==> src/rtl/spi_seq_pkg.sv <==
package spi_seq_pkg;
    typedef enum logic [2:0] {
        ST_IDLE,
        ST_LEAD,
        ST_SETUP,
        ST_BITS,
        ST_TAIL,
        ST_GAP
    } seq_state_e;
endpackage

==> src/rtl/spi_half_tick.sv <==
module spi_half_tick #(
    parameter int DIVW = 8
) (
    input  logic            clk,
    input  logic            rst_n,
    input  logic            run,
    input  logic [DIVW-1:0] div_i,
    output logic            tick_o
);
    typedef struct packed {
        logic [DIVW-1:0] cnt;
    } tick_t;

    tick_t tk_d, tk_q;

    assign tick_o = run && (tk_q.cnt == div_i);

    always_comb begin
        tk_d = tk_q;
        if (!run || tick_o) begin
            tk_d.cnt = '0;
        end else begin
            tk_d.cnt = tk_q.cnt + 1'b1;
        end
    end

    always_ff @(posedge clk or negedge rst_n) begin
        if (!rst_n) begin
            tk_q <= '0;
        end else begin
            tk_q <= tk_d;
        end
    end

    AST_TICK_NOT_ADJACENT: assert property (@(posedge clk) disable iff (!rst_n)
        tick_o |=> !tick_o);
endmodule

==> src/rtl/spi_shift_unit.sv <==
module spi_shift_unit #(
    parameter int MAXW = 16,
    parameter int LW   = $clog2(MAXW)
) (
    input  logic            clk,
    input  logic            rst_n,
    input  logic            load,
    input  logic [MAXW-1:0] ld_word,
    input  logic [LW-1:0]   ld_len,
    input  logic            shift,
    input  logic            sample,
    input  logic            capture,
    input  logic            sdi,
    input  logic            rx_full,
    output logic            tx_msb,
    output logic [MAXW-1:0] rx_word,
    output logic            rx_push
);
    typedef struct packed {
        logic [MAXW-1:0] tx;
        logic [MAXW-1:0] rx;
        logic [MAXW-1:0] word;
        logic            push;
    } shf_t;

    shf_t sh_d, sh_q;
    logic [LW-1:0] align;

    assign tx_msb  = sh_q.tx[MAXW-1];
    assign rx_word = sh_q.word;
    assign rx_push = sh_q.push;

    always_comb begin
        sh_d      = sh_q;
        sh_d.push = 1'b0;
        align     = LW'(MAXW - 1) - ld_len;
        if (shift) begin
            sh_d.tx = {sh_q.tx[MAXW-2:0], 1'b0};
        end
        if (sample) begin
            sh_d.rx = {sh_q.rx[MAXW-2:0], sdi};
        end
        if (capture) begin
            sh_d.word = {sh_q.rx[MAXW-2:0], sdi};
            sh_d.push = !rx_full;
        end
        if (load) begin
            sh_d.tx = ld_word << align;
            sh_d.rx = '0;
        end
    end

    always_ff @(posedge clk or negedge rst_n) begin
        if (!rst_n) begin
            sh_q <= '0;
        end else begin
            sh_q <= sh_d;
        end
    end

    AST_PUSH_GATED: assert property (@(posedge clk) disable iff (!rst_n)
        rx_push |-> !$past(rx_full));
    AST_PUSH_PULSE: assert property (@(posedge clk) disable iff (!rst_n)
        rx_push |=> !rx_push);
endmodule

==> src/rtl/spi_frame_ctl.sv <==
module spi_frame_ctl
    import spi_seq_pkg::*;
#(
    parameter int MAXW = 16,
    parameter int DIVW = 8,
    parameter int LW   = $clog2(MAXW)
) (
    input  logic            clk,
    input  logic            rst_n,
    input  logic            enable,
    input  logic            cfg_pol,
    input  logic            cfg_pha,
    input  logic [LW-1:0]   cfg_len,
    input  logic [DIVW-1:0] cfg_div,
    input  logic            tx_avail,
    input  logic            tick,
    input  logic            tx_msb,
    output logic            run,
    output logic [DIVW-1:0] div_o,
    output logic [LW-1:0]   ld_len,
    output logic            load,
    output logic            shift,
    output logic            sample,
    output logic            capture,
    output logic            sck,
    output logic            sel_n,
    output logic            sdo,
    output logic            busy,
    output logic            tx_pop
);
    typedef struct packed {
        seq_state_e      state;
        logic            sck;
        logic            sel_n;
        logic            sdo;
        logic            busy;
        logic            pop;
        logic            pol;
        logic            pha;
        logic [LW-1:0]   len;
        logic [DIVW-1:0] div;
        logic [LW:0]     edge_n;
        logic            hcnt;
    } ctl_t;

    ctl_t c_d, c_q;

    logic [LW-1:0]   len_in;
    logic [DIVW-1:0] div_in;
    logic [LW:0]     e_idx;
    logic [LW:0]     last_e;
    logic [LW:0]     last_s;
    logic            lead;
    logic            want;

    assign run    = (c_q.state != ST_IDLE);
    assign div_o  = c_q.div;
    assign ld_len = (c_q.state == ST_IDLE) ? len_in : c_q.len;
    assign sck    = c_q.sck;
    assign sel_n  = c_q.sel_n;
    assign sdo    = c_q.sdo;
    assign busy   = c_q.busy;
    assign tx_pop = c_q.pop;

    always_comb begin
        c_d     = c_q;
        c_d.pop = 1'b0;
        load    = 1'b0;
        shift   = 1'b0;
        sample  = 1'b0;
        capture = 1'b0;
        len_in  = (cfg_len < LW'(3)) ? LW'(3) : cfg_len;
        div_in  = (cfg_div == '0) ? DIVW'(1) : cfg_div;
        e_idx   = (c_q.state == ST_SETUP) ? '0 : c_q.edge_n;
        lead    = ~e_idx[0];
        last_e  = {c_q.len, 1'b1};
        last_s  = {c_q.len, c_q.pha};
        want    = enable && tx_avail;

        case (c_q.state)
            ST_IDLE: begin
                c_d.sck    = cfg_pol;
                c_d.sel_n  = 1'b1;
                c_d.sdo    = 1'b0;
                c_d.busy   = 1'b0;
                c_d.pol    = cfg_pol;
                c_d.pha    = cfg_pha;
                c_d.len    = len_in;
                c_d.div    = div_in;
                c_d.edge_n = '0;
                c_d.hcnt   = 1'b0;
                if (want) begin
                    c_d.pop   = 1'b1;
                    load      = 1'b1;
                    c_d.sel_n = 1'b0;
                    c_d.busy  = 1'b1;
                    c_d.state = ST_LEAD;
                end
            end
            ST_LEAD: begin
                if (tick) begin
                    if (!c_q.pha) begin
                        c_d.sdo = tx_msb;
                        shift   = 1'b1;
                    end
                    c_d.state = ST_SETUP;
                end
            end
            ST_SETUP, ST_BITS: begin
                if (tick) begin
                    c_d.sck = ~c_q.sck;
                    if (c_q.pha ? lead : (!lead && (e_idx != last_e))) begin
                        c_d.sdo = tx_msb;
                        shift   = 1'b1;
                    end
                    if (c_q.pha ? !lead : lead) begin
                        sample = 1'b1;
                        if (e_idx == last_s) begin
                            capture = 1'b1;
                        end
                    end
                    if (e_idx == last_e) begin
                        if (c_q.pha && want) begin
                            c_d.pop    = 1'b1;
                            load       = 1'b1;
                            c_d.edge_n = '0;
                            c_d.state  = ST_BITS;
                        end else begin
                            c_d.hcnt  = 1'b0;
                            c_d.state = ST_TAIL;
                        end
                    end else begin
                        c_d.edge_n = e_idx + 1'b1;
                        c_d.state  = ST_BITS;
                    end
                end
            end
            ST_TAIL: begin
                if (tick) begin
                    if (!c_q.pha || c_q.hcnt) begin
                        c_d.sel_n = 1'b1;
                        c_d.sdo   = 1'b0;
                        c_d.hcnt  = 1'b0;
                        if (!c_q.pha && want) begin
                            c_d.state = ST_GAP;
                        end else begin
                            c_d.busy  = 1'b0;
                            c_d.state = ST_IDLE;
                        end
                    end else begin
                        c_d.hcnt = 1'b1;
                    end
                end
            end
            ST_GAP: begin
                if (tick) begin
                    if (c_q.hcnt) begin
                        c_d.hcnt = 1'b0;
                        if (want) begin
                            c_d.pop   = 1'b1;
                            load      = 1'b1;
                            c_d.sel_n = 1'b0;
                            c_d.state = ST_LEAD;
                        end else begin
                            c_d.busy  = 1'b0;
                            c_d.state = ST_IDLE;
                        end
                    end else begin
                        c_d.hcnt = 1'b1;
                    end
                end
            end
            default: c_d.state = ST_IDLE;
        endcase
    end

    always_ff @(posedge clk or negedge rst_n) begin
        if (!rst_n) begin
            c_q        <= '0;
            c_q.state  <= ST_IDLE;
            c_q.sel_n  <= 1'b1;
            c_q.div    <= DIVW'(1);
            c_q.len    <= LW'(3);
        end else begin
            c_q <= c_d;
        end
    end

    AST_POP_NEEDS_WORD: assert property (@(posedge clk) disable iff (!rst_n)
        c_q.pop |-> $past(enable && tx_avail));
    AST_POP_SINGLE: assert property (@(posedge clk) disable iff (!rst_n)
        c_q.pop |=> !c_q.pop);
    AST_BUSY_COVERS_SEL: assert property (@(posedge clk) disable iff (!rst_n)
        !c_q.sel_n |-> c_q.busy);
    AST_NO_EDGE_WHILE_DESELECTED: assert property (@(posedge clk) disable iff (!rst_n)
        (c_q.busy && $past(c_q.busy) && (c_q.sck != $past(c_q.sck))) |-> !c_q.sel_n);
    AST_RELEASE_AT_REST: assert property (@(posedge clk) disable iff (!rst_n)
        $rose(c_q.sel_n) |-> (c_q.sck == c_q.pol));
endmodule

==> src/rtl/spi_frame_seq.sv <==
module spi_frame_seq #(
    parameter int MAX_BITS = 16,
    parameter int DIV_W    = 8,
    parameter int LEN_W    = $clog2(MAX_BITS)
) (
    input  logic                clk,
    input  logic                rst_n,
    input  logic                enable,
    input  logic                clk_pol,
    input  logic                clk_pha,
    input  logic [LEN_W-1:0]    len_m1,
    input  logic [DIV_W-1:0]    half_div,
    input  logic                tx_avail,
    input  logic [MAX_BITS-1:0] tx_word,
    output logic                tx_pop,
    input  logic                rx_full,
    output logic                rx_push,
    output logic [MAX_BITS-1:0] rx_word,
    input  logic                sdi,
    output logic                sck,
    output logic                sel_n,
    output logic                sdo,
    output logic                busy
);
    logic             run;
    logic             tick;
    logic [DIV_W-1:0] div_cur;
    logic [LEN_W-1:0] ld_len;
    logic             load;
    logic             shift;
    logic             sample;
    logic             capture;
    logic             tx_msb;

    spi_half_tick #(.DIVW(DIV_W)) u_tick (
        .clk    (clk),
        .rst_n  (rst_n),
        .run    (run),
        .div_i  (div_cur),
        .tick_o (tick)
    );

    spi_frame_ctl #(.MAXW(MAX_BITS), .DIVW(DIV_W), .LW(LEN_W)) u_ctl (
        .clk      (clk),
        .rst_n    (rst_n),
        .enable   (enable),
        .cfg_pol  (clk_pol),
        .cfg_pha  (clk_pha),
        .cfg_len  (len_m1),
        .cfg_div  (half_div),
        .tx_avail (tx_avail),
        .tick     (tick),
        .tx_msb   (tx_msb),
        .run      (run),
        .div_o    (div_cur),
        .ld_len   (ld_len),
        .load     (load),
        .shift    (shift),
        .sample   (sample),
        .capture  (capture),
        .sck      (sck),
        .sel_n    (sel_n),
        .sdo      (sdo),
        .busy     (busy),
        .tx_pop   (tx_pop)
    );

    spi_shift_unit #(.MAXW(MAX_BITS), .LW(LEN_W)) u_shift (
        .clk     (clk),
        .rst_n   (rst_n),
        .load    (load),
        .ld_word (tx_word),
        .ld_len  (ld_len),
        .shift   (shift),
        .sample  (sample),
        .capture (capture),
        .sdi     (sdi),
        .rx_full (rx_full),
        .tx_msb  (tx_msb),
        .rx_word (rx_word),
        .rx_push (rx_push)
    );
endmodule

==> config.mk <==
export PLATFORM = sky130hd
export DESIGN_NAME = spi_frame_seq
export DESIGN_NICKNAME = d
export VERILOG_FILES = /design/src/rtl/spi_seq_pkg.sv /design/src/rtl/spi_half_tick.sv /design/src/rtl/spi_shift_unit.sv /design/src/rtl/spi_frame_ctl.sv /design/src/rtl/spi_frame_seq.sv
export SDC_FILE = /design/constraint.sdc
export NUM_CORES = 1
export LEC_CHECK = 0
export ABC_AREA = 1
export BUFFER_PORTS_ARGS = -buffer_cell sky130_fd_sc_hd__buf_2
export CAP_MARGIN = 0
export CORE_UTILIZATION = 33
export DETAILED_ROUTE_END_ITERATION = 6
export PLACE_DENSITY_LB_ADDON = 0.1
export SYNTH_ARGS = -nofsm -noshare
export SYNTH_HDL_FRONTEND = slang
export SYNTH_SLANG_ARGS = --single-unit
==> constraint.sdc <==
create_clock -name clk -period 1.95 [get_ports clk]
set_input_delay 0.39 -clock clk [delete_from_list [all_inputs] [get_ports clk]]
set_output_delay 0.39 -clock clk [all_outputs]
set_load 0.02 [all_outputs]
==> results.sh <==
export IMPL_status="finished clean"
export IMPL_start_util_pct=34.32
export IMPL_antenna_found_initial=0
export IMPL_async_flop_share_pct=100.0
export IMPL_synthesis_nets=751
export IMPL_clk_pin_slew_ps=70
export IMPL_multi_input_area_um2=2649
export IMPL_clock_path_buffers=2
export IMPL_dieArea_um2=15840
export IMPL_ys_seq_area_share_pct=41.12
export IMPL_powerDensity_nw_per_um2=1520
export IMPL_dp_cells=962
export IMPL_setup_viol=0
export IMPL_vdd_drop_max_mv=0.7527
export IMPL_ys_types=42
export IMPL_place_hpwl_mm=9.255
export IMPL_finalCritPeriodShare_pct=96.99
export IMPL_fmax_mhz=528.7
export IMPL_final_common_cell="nand2_1"
export IMPL_cts_buffers=9
export IMPL_relSlewSlack_pct=68.75
export IMPL_ys_ff_latch=83
export IMPL_critPathMaxFanout=8
export IMPL_hold_ws_ps=194.6
export IMPL_leakage_nw=3.365
export IMPL_track_usage_pct=16.45
export IMPL_worst_ep_required_time_ps=2190
export IMPL_synth_edf_count=0
export IMPL_skew_ps=5.965
export IMPL_fin_cells=992
export IMPL_drc=0
export IMPL_rsz0062_at_grt="true"
export IMPL_nNetsFinal=841
export IMPL_crit_arrival_ps=2130
export IMPL_syn2layout_area_growth_pct=28.56
export IMPL_max_cap_viol_count=0
export IMPL_synth_ff_type="dfrtp_1"
export IMPL_grt_pass1_wl_mm=21.01
export IMPL_synthTopCellsByArea="dfrtp_1, nand2_1, nand3_1"
export IMPL_first_iter_violations=238
export IMPL_cts_sinks=83
export IMPL_wl_per_cell_um=12.77
export IMPL_clk_insertion_delay_late_ps=350
export IMPL_drive_gt1_share_pct=25.12
export IMPL_die_w_um=125.9
export IMPL_rows=44
export IMPL_yosys_area_top_type="dfrtp_1"
export IMPL_final_setup_worst_slack_ps=58.69
export IMPL_critical_path_class="reg -> reg"
export IMPL_grt_max_degree=42
export IMPL_avgViaCountPerCell=4.819
export IMPL_hold_viol_final=0
export IMPL_dp_slack_ps=-49.56
export IMPL_vias=4780
export IMPL_htreeDepth=3
export IMPL_power_mw=9.895
export IMPL_max_slew_worst_pin_slew_ps=464.4
export IMPL_fin_crit_ps=1891
export IMPL_finalMaxSlewViolations=0
export IMPL_core_region_area_um2=14750
export IMPL_num_antenna_cells=0
export IMPL_yosysTopAreaCellShare_pct=39.04
export IMPL_hold_path_class="in -> reg"
export IMPL_cts_tree="built"
export IMPL_io_buffers=57
export IMPL_register_area_um2=2082
export IMPL_die_h_um=125.9
export IMPL_fill_cells=1559
export IMPL_wirelength_mm=12.67
export IMPL_ys_warn_count=0
export IMPL_place_gp_congestion=0.8166
export IMPL_worstSetupEndpointType="flop"
export IMPL_syn_inst=713
export IMPL_cts_root_buf="clkbuf_16"
export IMPL_final_cell_mix="nand2_1, nand3_1, dfrtp_1"
export IMPL_grt_pass1_vias=4525
export IMPL_drtAntennaViolNets=0
export IMPL_drt_pre_antenna_iters=4
export IMPL_startpoint_type="flop"
export IMPL_grt_ovfl_total=0
export IMPL_avgSynthCellArea_um2=7.102
export IMPL_ios=58
export IMPL_syn_area_um2=5064
==> path summary, 6_finish.rpt <==
kind / from / end / slack, ps / cells past startpoint
hold reg to reg: u_ctl.sel_n$_DFFE_PN1P_ / u_ctl.sel_n$_DFFE_PN1P_ / 460 / 2
setup / recovery: u_ctl.c_q[25]$_DFFE_PN0P_ / u_shift.sh_q[27]$_DFFE_PN0P_ / 60 / 11
min in group asynchronous: rst_n / u_ctl.div_o[5]$_DFFE_PN0P_ / 510 / 2
hold / removal: rx_full / u_shift.rx_push$_DFF_PN0_ / 190 / 2
setup reg to reg: u_ctl.c_q[25]$_DFFE_PN0P_ / u_shift.sh_q[27]$_DFFE_PN0P_ / 60 / 11
max in group asynchronous: rst_n / u_ctl.c_q[14]$_DFFE_PN1P_ / 810 / 3
==> routing by layer <==
layer  vias up  global-route usage (%)  routed length, um
li1       2482                       -                  -
met1      2213                   21.42               6278
met2        74                   27.48               5886
met3        11                   2.294                318
met4         0                   6.804                187
met5         -                       0                  0
==> synth_stat cells, types with 5 or more instances <==
library cell and instances:
nor2_1 66, nand4_1 12, buf_4 20, buf_6 6
buf_2 12, nand2_1 215, o21ai_1 25, nand2_2 10
o21ai_0 20, a21oi_1 21, nand3_1 99, dfrtp_1 79
inv_2 5, inv_1 70
==> flip-flops by register name, summed over array words and instances (netlist names) <==
name and cells:
u_shift.sh_q 30, u_shift.rx_word 16, u_ctl.c_q 14, u_ctl.div_o 8, u_tick.tk_q 8, u_ctl.busy 1
u_ctl.sck 1, u_ctl.sdo 1, u_ctl.sel_n 1, u_ctl.tx_pop 1, u_shift.rx_push 1, u_shift.tx_msb 1
==> kinds of logic after synthesis <==
group	count (synthesis)	share of synthesized area (%)
buffers and inverters	117	11.39
adders and majority gates	2	0.4941
DFF	83	41.12
AOI/OAI and AO/OA	77	8.377
xor gates and xnor gates	7	1.211
and+or+nand+nor	427	37.41
==> report_power, final <==
group          internal, mW  leakage [nW]  switching, mW  total, mW
Sequential             2.28          1.07          0.364       2.64
Clock                  1.17         0.161          0.737       1.91
Combinational          2.14          2.13           3.21       5.34
==> timing repair <==
action | 4_1_cts | 5_1_grt
cloned | 0 | 5
resized for setup | 5 | 63
buffers inserted | 0 | 8
hold buffers | 1 | 0
pin swaps | 0 | 17
hold endpoints to repair | 26 | 0
endpoints found under the setup margin | 28 | 58
==> critical path: stages, from the launching register on <==
cell and delay (ps):
dfrtp_1 420, inv_2 100, nand3_4 140, nand2_4 90
a21oi_4 180, nand2_4 80, nor3_4 250, buf_12 150
clkbuf_16 140, nor2_1 40, a21oi_1 120, nor2_1 60
==> per-stage QoR <==
step	util (%)	TNS [ps]	cell area, um^2
6_report	44.12	0	6510
5_1_grt	44.12	-1158	6510
4_1_cts	41.43	0	6112
3_5_place_dp	38.96	-208.9	5748
3_3_place_gp	38.96	-58.98	5748
2_1_floorplan	-	0	5064
==> cell type report <==
class	count	area share (%)
Clock inverter	6	1.480
Timing Repair Buffer	117	14.11
Sequential cell	83	31.98
Clock buffer	10	3.671
Tap cell	184	3.536
Inverter	76	4.536
Multi-Input combinational cell	516	40.69
No activity file was read; power rests on OpenSTA's default activity.
